## src/rtl/lin_abr_pkg.sv

```systemverilog
package lin_abr_pkg;

    localparam int MANT_W         = 8;
    localparam int FRAC_W         = 4;
    localparam int DIV_W          = MANT_W + FRAC_W;
    localparam int CNT_W          = 15;
    localparam int OVS_LOG2       = 4;
    localparam int SPAN_BITS_LOG2 = 3;
    localparam int FALL_COUNT     = 5;
    localparam int MEAS_SHIFT     = SPAN_BITS_LOG2 + OVS_LOG2 - FRAC_W;
    localparam int EDGE_W         = $clog2(FALL_COUNT);
    localparam logic [DIV_W-1:0] DIV_ONE = DIV_W'(1 << FRAC_W);

    localparam logic SEL_MANT = 1'b0;
    localparam logic SEL_FRAC = 1'b1;

    typedef struct packed {
        logic [MANT_W-1:0] mant;
        logic [FRAC_W-1:0] frac;
    } div_t;

    typedef struct packed {
        logic             valid;
        logic [DIV_W-1:0] value;
    } meas_res_t;

    typedef enum logic [1:0] {
        MS_IDLE,
        MS_ARMED,
        MS_COUNT
    } meas_state_e;

    function automatic meas_res_t cnt_to_div(input logic [CNT_W-1:0] cnt);
        logic [CNT_W:0] rounded;
        meas_res_t      r;
        rounded = ({1'b0, cnt} + (CNT_W+1)'(1 << (MEAS_SHIFT - 1))) >> MEAS_SHIFT;
        r.value = rounded[DIV_W-1:0];
        r.valid = (cnt != '1)
                  && (rounded >= (CNT_W+1)'(DIV_ONE))
                  && (rounded < (CNT_W+1)'(1 << DIV_W));
        return r;
    endfunction

endpackage

```

## src/rtl/lin_abr_rxsync.sv

```systemverilog
module lin_abr_rxsync #(
    parameter int STAGES = 2
) (
    input  logic clk,
    input  logic rst,
    input  logic rxd,
    output logic fall
);
    logic [STAGES-1:0] sh;
    logic              prev;

    always_ff @(posedge clk) begin
        if (rst) begin
            sh   <= '1;
            prev <= 1'b1;
        end else begin
            sh   <= {sh[STAGES-2:0], rxd};
            prev <= sh[STAGES-1];
        end
    end

    assign fall = prev & ~sh[STAGES-1];
endmodule

```

## src/rtl/lin_abr_measure.sv

```systemverilog
module lin_abr_measure
    import lin_abr_pkg::*;
(
    input  logic             clk,
    input  logic             rst,
    input  logic             auto_en,
    input  logic             brk,
    input  logic             fall,
    output logic             busy,
    output logic             load,
    output logic [DIV_W-1:0] value
);
    meas_state_e       state;
    logic [EDGE_W-1:0] edges;
    logic [CNT_W-1:0]  cnt;
    logic              last_edge;
    meas_res_t         res;

    assign last_edge = (state == MS_COUNT) && fall && (edges == EDGE_W'(FALL_COUNT - 1));
    assign res       = cnt_to_div(cnt);

    always_ff @(posedge clk) begin
        if (rst) begin
            state <= MS_IDLE;
            edges <= '0;
            cnt   <= '0;
        end else if (!auto_en) begin
            state <= MS_IDLE;
        end else if (brk) begin
            state <= MS_ARMED;
            edges <= '0;
            cnt   <= '0;
        end else begin
            case (state)
                MS_ARMED: begin
                    if (fall) begin
                        state <= MS_COUNT;
                        edges <= EDGE_W'(1);
                        cnt   <= CNT_W'(1);
                    end
                end
                MS_COUNT: begin
                    if (cnt != '1) cnt <= cnt + 1'b1;
                    if (fall) begin
                        if (last_edge) state <= MS_IDLE;
                        else           edges <= edges + 1'b1;
                    end
                end
                default: state <= MS_IDLE;
            endcase
        end
    end

    assign busy  = (state != MS_IDLE);
    assign load  = auto_en && !brk && last_edge && res.valid;
    assign value = res.value;
endmodule

```

## src/rtl/lin_abr_divsel.sv

```systemverilog
module lin_abr_divsel
    import lin_abr_pkg::*;
#(
    parameter logic [DIV_W-1:0] RESET_DIV = 12'h100
) (
    input  logic              clk,
    input  logic              rst,
    input  logic              wr_en,
    input  logic              wr_sel,
    input  logic [MANT_W-1:0] wr_data,
    input  logic              meas_load,
    input  logic [DIV_W-1:0]  meas_value,
    output div_t              nominal,
    output logic [DIV_W-1:0]  active
);
    logic mant_wr, frac_wr;
    assign mant_wr = wr_en && (wr_sel == SEL_MANT);
    assign frac_wr = wr_en && (wr_sel == SEL_FRAC);

    always_ff @(posedge clk) begin
        if (rst) begin
            nominal <= div_t'(RESET_DIV);
            active  <= RESET_DIV;
        end else begin
            if (frac_wr) nominal.frac <= wr_data[FRAC_W-1:0];
            if (mant_wr) begin
                nominal.mant <= wr_data;
                active       <= {wr_data, nominal.frac};
            end else if (meas_load) begin
                active <= meas_value;
            end
        end
    end
endmodule

```

## src/rtl/lin_abr_tickgen.sv

```systemverilog
module lin_abr_tickgen
    import lin_abr_pkg::*;
(
    input  logic             clk,
    input  logic             rst,
    input  logic [DIV_W-1:0] div,
    output logic             tick
);
    localparam int ACC_W = DIV_W + 1;
    localparam logic [ACC_W-1:0] STEP = ACC_W'(DIV_ONE);

    logic [ACC_W-1:0] acc, sum, div_eff;

    assign div_eff = (div < DIV_ONE) ? STEP : {1'b0, div};
    assign sum     = acc + STEP;

    always_ff @(posedge clk) begin
        if (rst) begin
            acc  <= '0;
            tick <= 1'b0;
        end else if (sum >= div_eff) begin
            acc  <= sum - div_eff;
            tick <= 1'b1;
        end else begin
            acc  <= sum;
            tick <= 1'b0;
        end
    end
endmodule

```

## src/rtl/lin_abr_top.sv

```systemverilog
module lin_abr_top
    import lin_abr_pkg::*;
#(
    parameter logic [DIV_W-1:0] RESET_DIV   = 12'h100,
    parameter int               SYNC_STAGES = 2
) (
    input  logic              clk,
    input  logic              rst,
    input  logic              rxd,
    input  logic              brk_pulse,
    input  logic              auto_en,
    input  logic              wr_en,
    input  logic              wr_sel,
    input  logic [MANT_W-1:0] wr_data,
    output logic              baud_tick,
    output logic [DIV_W-1:0]  div_active,
    output logic              sync_busy
);
    logic              rx_fall;
    logic              meas_load;
    logic [DIV_W-1:0]  meas_value;
    div_t              nominal;
    logic [FRAC_W-1:0] nom_frac;

    assign nom_frac = nominal.frac;

    lin_abr_rxsync #(.STAGES(SYNC_STAGES)) u_sync (
        .clk  (clk),
        .rst  (rst),
        .rxd  (rxd),
        .fall (rx_fall)
    );

    lin_abr_measure u_meas (
        .clk     (clk),
        .rst     (rst),
        .auto_en (auto_en),
        .brk     (brk_pulse),
        .fall    (rx_fall),
        .busy    (sync_busy),
        .load    (meas_load),
        .value   (meas_value)
    );

    lin_abr_divsel #(.RESET_DIV(RESET_DIV)) u_div (
        .clk        (clk),
        .rst        (rst),
        .wr_en      (wr_en),
        .wr_sel     (wr_sel),
        .wr_data    (wr_data),
        .meas_load  (meas_load),
        .meas_value (meas_value),
        .nominal    (nominal),
        .active     (div_active)
    );

    lin_abr_tickgen u_tick (
        .clk  (clk),
        .rst  (rst),
        .div  (div_active),
        .tick (baud_tick)
    );
endmodule

```

## config.mk

```make
export PLATFORM = sky130hd
export DESIGN_NAME = lin_abr_top
export DESIGN_NICKNAME = d
export VERILOG_FILES = /design/src/rtl/lin_abr_pkg.sv /design/src/rtl/lin_abr_rxsync.sv /design/src/rtl/lin_abr_measure.sv /design/src/rtl/lin_abr_divsel.sv /design/src/rtl/lin_abr_tickgen.sv /design/src/rtl/lin_abr_top.sv
export SDC_FILE = /design/constraint.sdc
export NUM_CORES = 1
export LEC_CHECK = 0
export CORE_MARGIN = 3
export CORE_UTILIZATION = 63
export CTS_CLUSTER_DIAMETER = 150
export DETAILED_ROUTE_END_ITERATION = 8
export PLACE_DENSITY_LB_ADDON = 0.15
export SYNTH_ARGS = -nofsm -noshare
export SYNTH_HDL_FRONTEND = slang
export SYNTH_SLANG_ARGS = --single-unit
export TNS_END_PERCENT = 20
```

## constraint.sdc

```tcl
create_clock -name clk -period 5.2 [get_ports clk]
set_input_delay 0.78 -clock clk [delete_from_list [all_inputs] [get_ports clk]]
set_output_delay 0.78 -clock clk [all_outputs]
set_load 0.01 [all_outputs]
```

Word level (Yosys, flattened, before mapping)
Cells that the tools add are included.
{ "totals": {"output_inout_bits": 14, "word_cells": 73, "in_bits": 15, "register_bits": 53} }
{ "classes": {"n_reduce_logical": 19, "eq_ne": 12, "n_bitwise": 4, "muxes": 19, "n_addsub": 5, "order_cmp": 4} }
{ "ops": {"columns": ["cell", "n"], "rows": [
  ["$mux W15", 3],
  ["$mux W12", 3],
  ["$pmux W15 S2", 1],
  ["$add A15 B3 Y16 const B", 1],
  ["$add A15 B1 Y15 const B", 1],
  ["$ne A15 B15 Y1 const B", 1],
  ["$add A13 B5 Y13 const B", 1],
  ["$ge A13 B13 Y1", 1],
  ["$ge A13 B5 Y1 const B", 1],
  ["$lt A13 B13 Y1 const B", 1],
  ["$mux W13", 1],
  ["$sub A13 B13 Y13", 1],
  ["$lt A12 B5 Y1 const B", 1],
  ["$mux W3", 4],
  ["$logic_and A1 B1 Y1", 9],
  ["$ne A3 B2 Y1 const B", 3],
  ["$mux W2", 3],
  ["$ne A2 B1 Y1 const B", 3],
  ["$ne A3 B3 Y1 const B", 2],
  ["$pmux W3 S2", 1],
  ["$reduce_and A3 Y1", 2],
  ["$reduce_and A5 Y1", 1],
  ["$pmux W2 S2", 1],
  ["$reduce_and A4 Y1", 1],
  ["other kinds (12)", 16]
]} }

Depth between registers and ports, before layout
{ "depth": {"depth_word": 8, "depth_mapped": 12, "depth_no_buf": 12} }

Cells and area by module
From an unflattened synthesis, not the netlist that was laid out.
{ "hier_totals": {"cells_unflattened": 448, "area_unflattened_um2": 3763.6} }
{ "by_module_without_submodules": {"columns": ["mod", "seq_area_each_um2", "cells_each", "area_per_inst_um2", "n_inst"], "rows": [
  ["lin_abr_measure", 400.4, 172, 1421.4, 1],
  ["lin_abr_tickgen", 280.3, 164, 1293.7, 1],
  ["lin_abr_divsel", 480.5, 105, 963.4, 1],
  ["lin_abr_rxsync", 60.1, 7, 85.1, 1]
]} }

Worst setup path before layout
No wires, ideal clock.
{ "synth_timing": {"path_kind": "register -> register", "start": "register u_tick.acc[4]", "end": "register u_tick.acc[1]", "stages_incl_launch_ff": 13, "setup_time_ps": 128, "arrival_ps": 2840, "required_time_ps": 5072, "setup_slack_ps": 2232, "n_path_buf": 1, "period_less_slack_ps": 2968, "cell_sequence": "dfxtp_1 -> ha_1 -> nand3_1 -> nor2_1 -> xor2_1 -> ha_1 -> and4_1 -> a41oi_2 -> nand3_2 -> o41ai_4 -> buf_6 -> mux2i_1 -> nor2_1"} }
{ "synth_between": {"elab_chain_len": 3} }
{ "synth_lines": {"columns": ["element", "line", "text"], "rows": [
  ["start, declared", "lin_abr_tickgen.sv:12", "logic [ACC_W-1:0] acc, sum, div_eff;"],
  ["start signal, assigned", "lin_abr_tickgen.sv:22", "acc <= sum - div_eff;"],
  ["start signal, assigned", "lin_abr_tickgen.sv:25", "acc <= sum;"],
  ["$add A13 B5 Y13", "lin_abr_tickgen.sv:15", "assign sum = acc + STEP;"],
  ["$ge A13 B13 Y1", "lin_abr_tickgen.sv:21", "end else if (sum >= div_eff) begin"],
  ["$mux W13", "lin_abr_tickgen.sv:21", null]
]} }
Every way passes these cells.
A chain may end at the register's enable or synchronous reset.

Worst setup path after layout
{ "layout_timing": {"start": "register u_div.active[7]", "end": "register u_tick.acc[3]"} }
{ "layout_between": {"elab_chain_len": 4, "elab_cells_between_ends": 5, "classes_between": "add/sub (1); order compare (2); mux (2)"} }
{ "layout_lines": {"columns": ["element", "line", "text"], "rows": [
  ["start, declared", "lin_abr_divsel.sv:14", "output logic [DIV_W-1:0] active"],
  ["start signal, assigned", "lin_abr_divsel.sv:28", "active <= {wr_data, nominal.frac};"],
  ["start signal, assigned", "lin_abr_divsel.sv:30", "active <= meas_value;"],
  ["$lt A12 B5 Y1", "lin_abr_tickgen.sv:14", "assign div_eff = (div < DIV_ONE) ? STEP : {1'b0, div};"],
  ["$mux W12 *", "lin_abr_tickgen.sv:14", null],
  ["$sub A13 B13 Y13 / $ge A13 B13 Y1 (equally long branches)", "lin_abr_tickgen.sv:22, lin_abr_tickgen.sv:21", null],
  ["$mux W13 *", "lin_abr_tickgen.sv:21", null]
]} }
Every way passes the cells marked *; elsewhere a longest branch is shown, timed or not.

==> run metrics <==
outcome=finished, final reports clean; PwrDens=392 mW/mm^2; Worst Skew=between 0.008 and 0.009 ns; Yosys cell types=74; Synth Instances=around 410; Tightest Pin Transition=1.07 ns; YS warnings=0; Final Wtd Congestion=0.929; Die Y=79.9 um; Post-synth EDFFs=0; Main synth FF type=dfxtp_1; Post-CTS Setup Bufs=0; Num CTS Buffers=5; antenna cells=0; via count=2957; CTS sink cnt=53; period utilisation layout=67.7%; share of layout cells above drive strength 1=between 7 and 8%; WHS=0.440 ns; hold_buf cts=0; Critical Path Start Type=flip-flop; worst hold-check path type=reg2reg; IO Count=29; Pleak=1.50 nW; f_max=284 MHz; cell family with most CP delay=compound AO/OA/AOI/OAI gates; Skew-Pair Late Insertion Delay=0.31 ns; Final min period=3.52 ns; Worst setup EP type=flip-flop; R2R cell count=10; final wirelength=7750 um; CP Class=reg2reg; mean post-synth cell area=8.50 sq um; H-tree depth=2; hold path start=u_sync.sh[0]$_SDFF_PP1_; number of max-cap violations=0; cells along the critical path=nor4_1 > nand2_1 > nand2_1 > ha_1 > nor2b_1 > o31ai_2 > a211oi_1 > o41ai_4 > mux2i_1 > nor2_1; Post-DRT Antenna Nets=0; Via density=5.97; Slew Limit Fails=0; TritonCTS clock tree=built; Die Width=roughly 80 um; net count after synthesis=438; RSZ-0062 raised after global routing=no; Initial Util=roughly 66%; fin cells=495; Relative slew margins=28.7%; post-DR wirelength/cell=15.6 um; total congestion overflow=0; DRT Pass-1 Iters=4; Port Buffer Count=28; final setup fails=0; remaining routing DRC violations=0; sequential area share after synthesis=between 30% and 40%; end-of-flow core utilization=73.8%; mapped cell area=around 0.0034 sq mm; Post-Layout Inst Area=about 0.0038 sq mm; Hold Path Depth=1; R2R setup slack=1.68 ns; Final HPWL DP=5940 um; Core Region=0.00520 sq mm; initial antenna violation count=0; most frequent CP cell=nand2_1; DRT iter0 DRCs=117; first-pass GRT wire length=roughly 13000 um; Max VDD drop=0.188 mV; CP peak stage delay=0.96 ns; commonest non-fill, non-tap cell in the layout=dfxtp_1; gr usage total=between 20% and 30%; commonest cells after routing, fill and taps aside=dfxtp_1, nor2_1, nand2_1; Placed Area=approximately 0.0037 sq mm; Core Rows=26; worst path buffer plus inverter count=0; Worst Hold Path EP=u_sync.sh[1]$_SDFF_PP1_; vias in the first global route=2914; worst path arrival time=about 3.7 ns; RR Endpoint=u_tick.acc[3]$_SDFFE_PP0P_; post-CTS sizing=0; die area=0.00639 sq mm; FF+latch count, synth=53; share of synthesized registers carrying an async set or reset=0%; Final #Nets=457; CP required=5.40 ns; worst-path cell with the longest stage delay=o41ai_4; synth-to-layout area growth=11.6%; Placed Cells=487; largest net degree at the start of global routing=30; clock transition at the registers of the reported paths=0.10 ns; crit-path max FO=18; Root Buffer Master=clkbuf_8; Reg-to-Reg Start=u_div.active[7]$_SDFFE_PP0P_; Fin. Hold Viols=0; Fin Setup TNS=0 ns; Bufs on Longest Clock Path=2
cells in the mapped netlist, types with 4 or more instances:
cell / instances / area, sq um
dfxtp_1: 53 / 1060
nor2_1: 47 / 176
nand2_1: 31 / 116
xor2_1: 23 / 201
nand3_1: 22 / 110
a21oi_1: 18 / 90.1
ha_1: 17 / 213
inv_1: 17 / 63.8
xnor2_1: 15 / 131
mux2i_1: 9 / 90.1
o21ai_0: 8 / 40.0
nand2b_1: 7 / 43.8
nor3_1: 7 / 35.0
o21a_1: 7 / 52.6
nor4_1: 6 / 37.5
a21o_1: 5 / 37.5
and3_1: 5 / 31.3
clkbuf_1: 5 / 18.8
nand4_1: 5 / 31.3
or3_1: 5 / 31.3
buf_2: 4 / 20.0
buf_6: 4 / 45.0
nor2b_1: 4 / 25.0
o31ai_1: 4 / 30.0
or2_2: 4 / 25.0
area by class of cell:
class / instances / area [sq um]
tap: 70 / 87.6
timing repair buffer: 29 / 288
clock buffer: 5 / 68.8
fill: 424 / 1360
clock inverter: 3 / 65.1
sequential: 53 / 1060
multi-input combinational: 317 / 2200
inverter: 18 / 67.6
through the flow:
step	setup slack (ns)	total power, mW
after floorplan	2.23	1.05
after global placement	1.79	1.16
after detailed placement	1.68	1.18
after CTS	1.65	1.51
after global routing	1.38	1.61
final	1.68	1.51
per-layer routing:
layer / vias to the layer above / GRT usage, % / share of wire [%]
met5: - / 0 / 0
met3: 12 / 5.19 / 4.0
li1: 1490 / - / -
met2: 68 / 46.0 / 51
met1: 1387 / 31.3 / 43
met4: 0 / 9.63 / 2.2
state kept, by name, indices dropped and copies added (netlist names):
signal         cells
u_sync.prev        1
u_meas.edges       3
u_meas.state       2
u_div.nominal      4
u_tick.acc        13
u_meas.cnt        15
u_div.active      12
u_sync.sh          2
u_tick.tick        1
how the worst max path moves through the flow:
stage | startpoint | to | cells past startpoint
floorplan | u_tick.acc[4]$_SDFF_PP0_ | u_tick.acc[1]$_SDFFE_PP0P_ | 12
global route | u_div.active[7]$_SDFFE_PP0P_ | u_tick.acc[1]$_SDFFE_PP0P_ | 10
detailed placement | u_tick.acc[4]$_SDFF_PP0_ | u_tick.acc[3]$_SDFFE_PP0P_ | 11
global placement | u_tick.acc[4]$_SDFF_PP0_ | u_tick.acc[3]$_SDFFE_PP0P_ | 11
finish | u_div.active[7]$_SDFFE_PP0P_ | u_tick.acc[3]$_SDFFE_PP0P_ | 10
CTS | u_tick.acc[4]$_SDFF_PP0_ | u_tick.acc[3]$_SDFFE_PP0P_ | 11
power breakdown:
part	internal (mW)	switching (mW)	total, mW
logic	0.310	0.375	0.684
registers	0.454	0.0366	0.491
clock network	0.191	0.141	0.332
logic make-up after synthesis:
kind of cell             count (synthesis)  synth area share, %
adder cells (fa/ha/maj)                 18                 6.76
buffers and inverters                   35                 5.16
XOR/XNOR                                38                 9.67
flip-flops                              53                 30.8
AO/OA/AOI/OAI                           90                 20.2
multiplexers                             9                 2.62
AND/OR/NAND/NOR                        162                 24.8
Power figures use the tool's default switching activity.
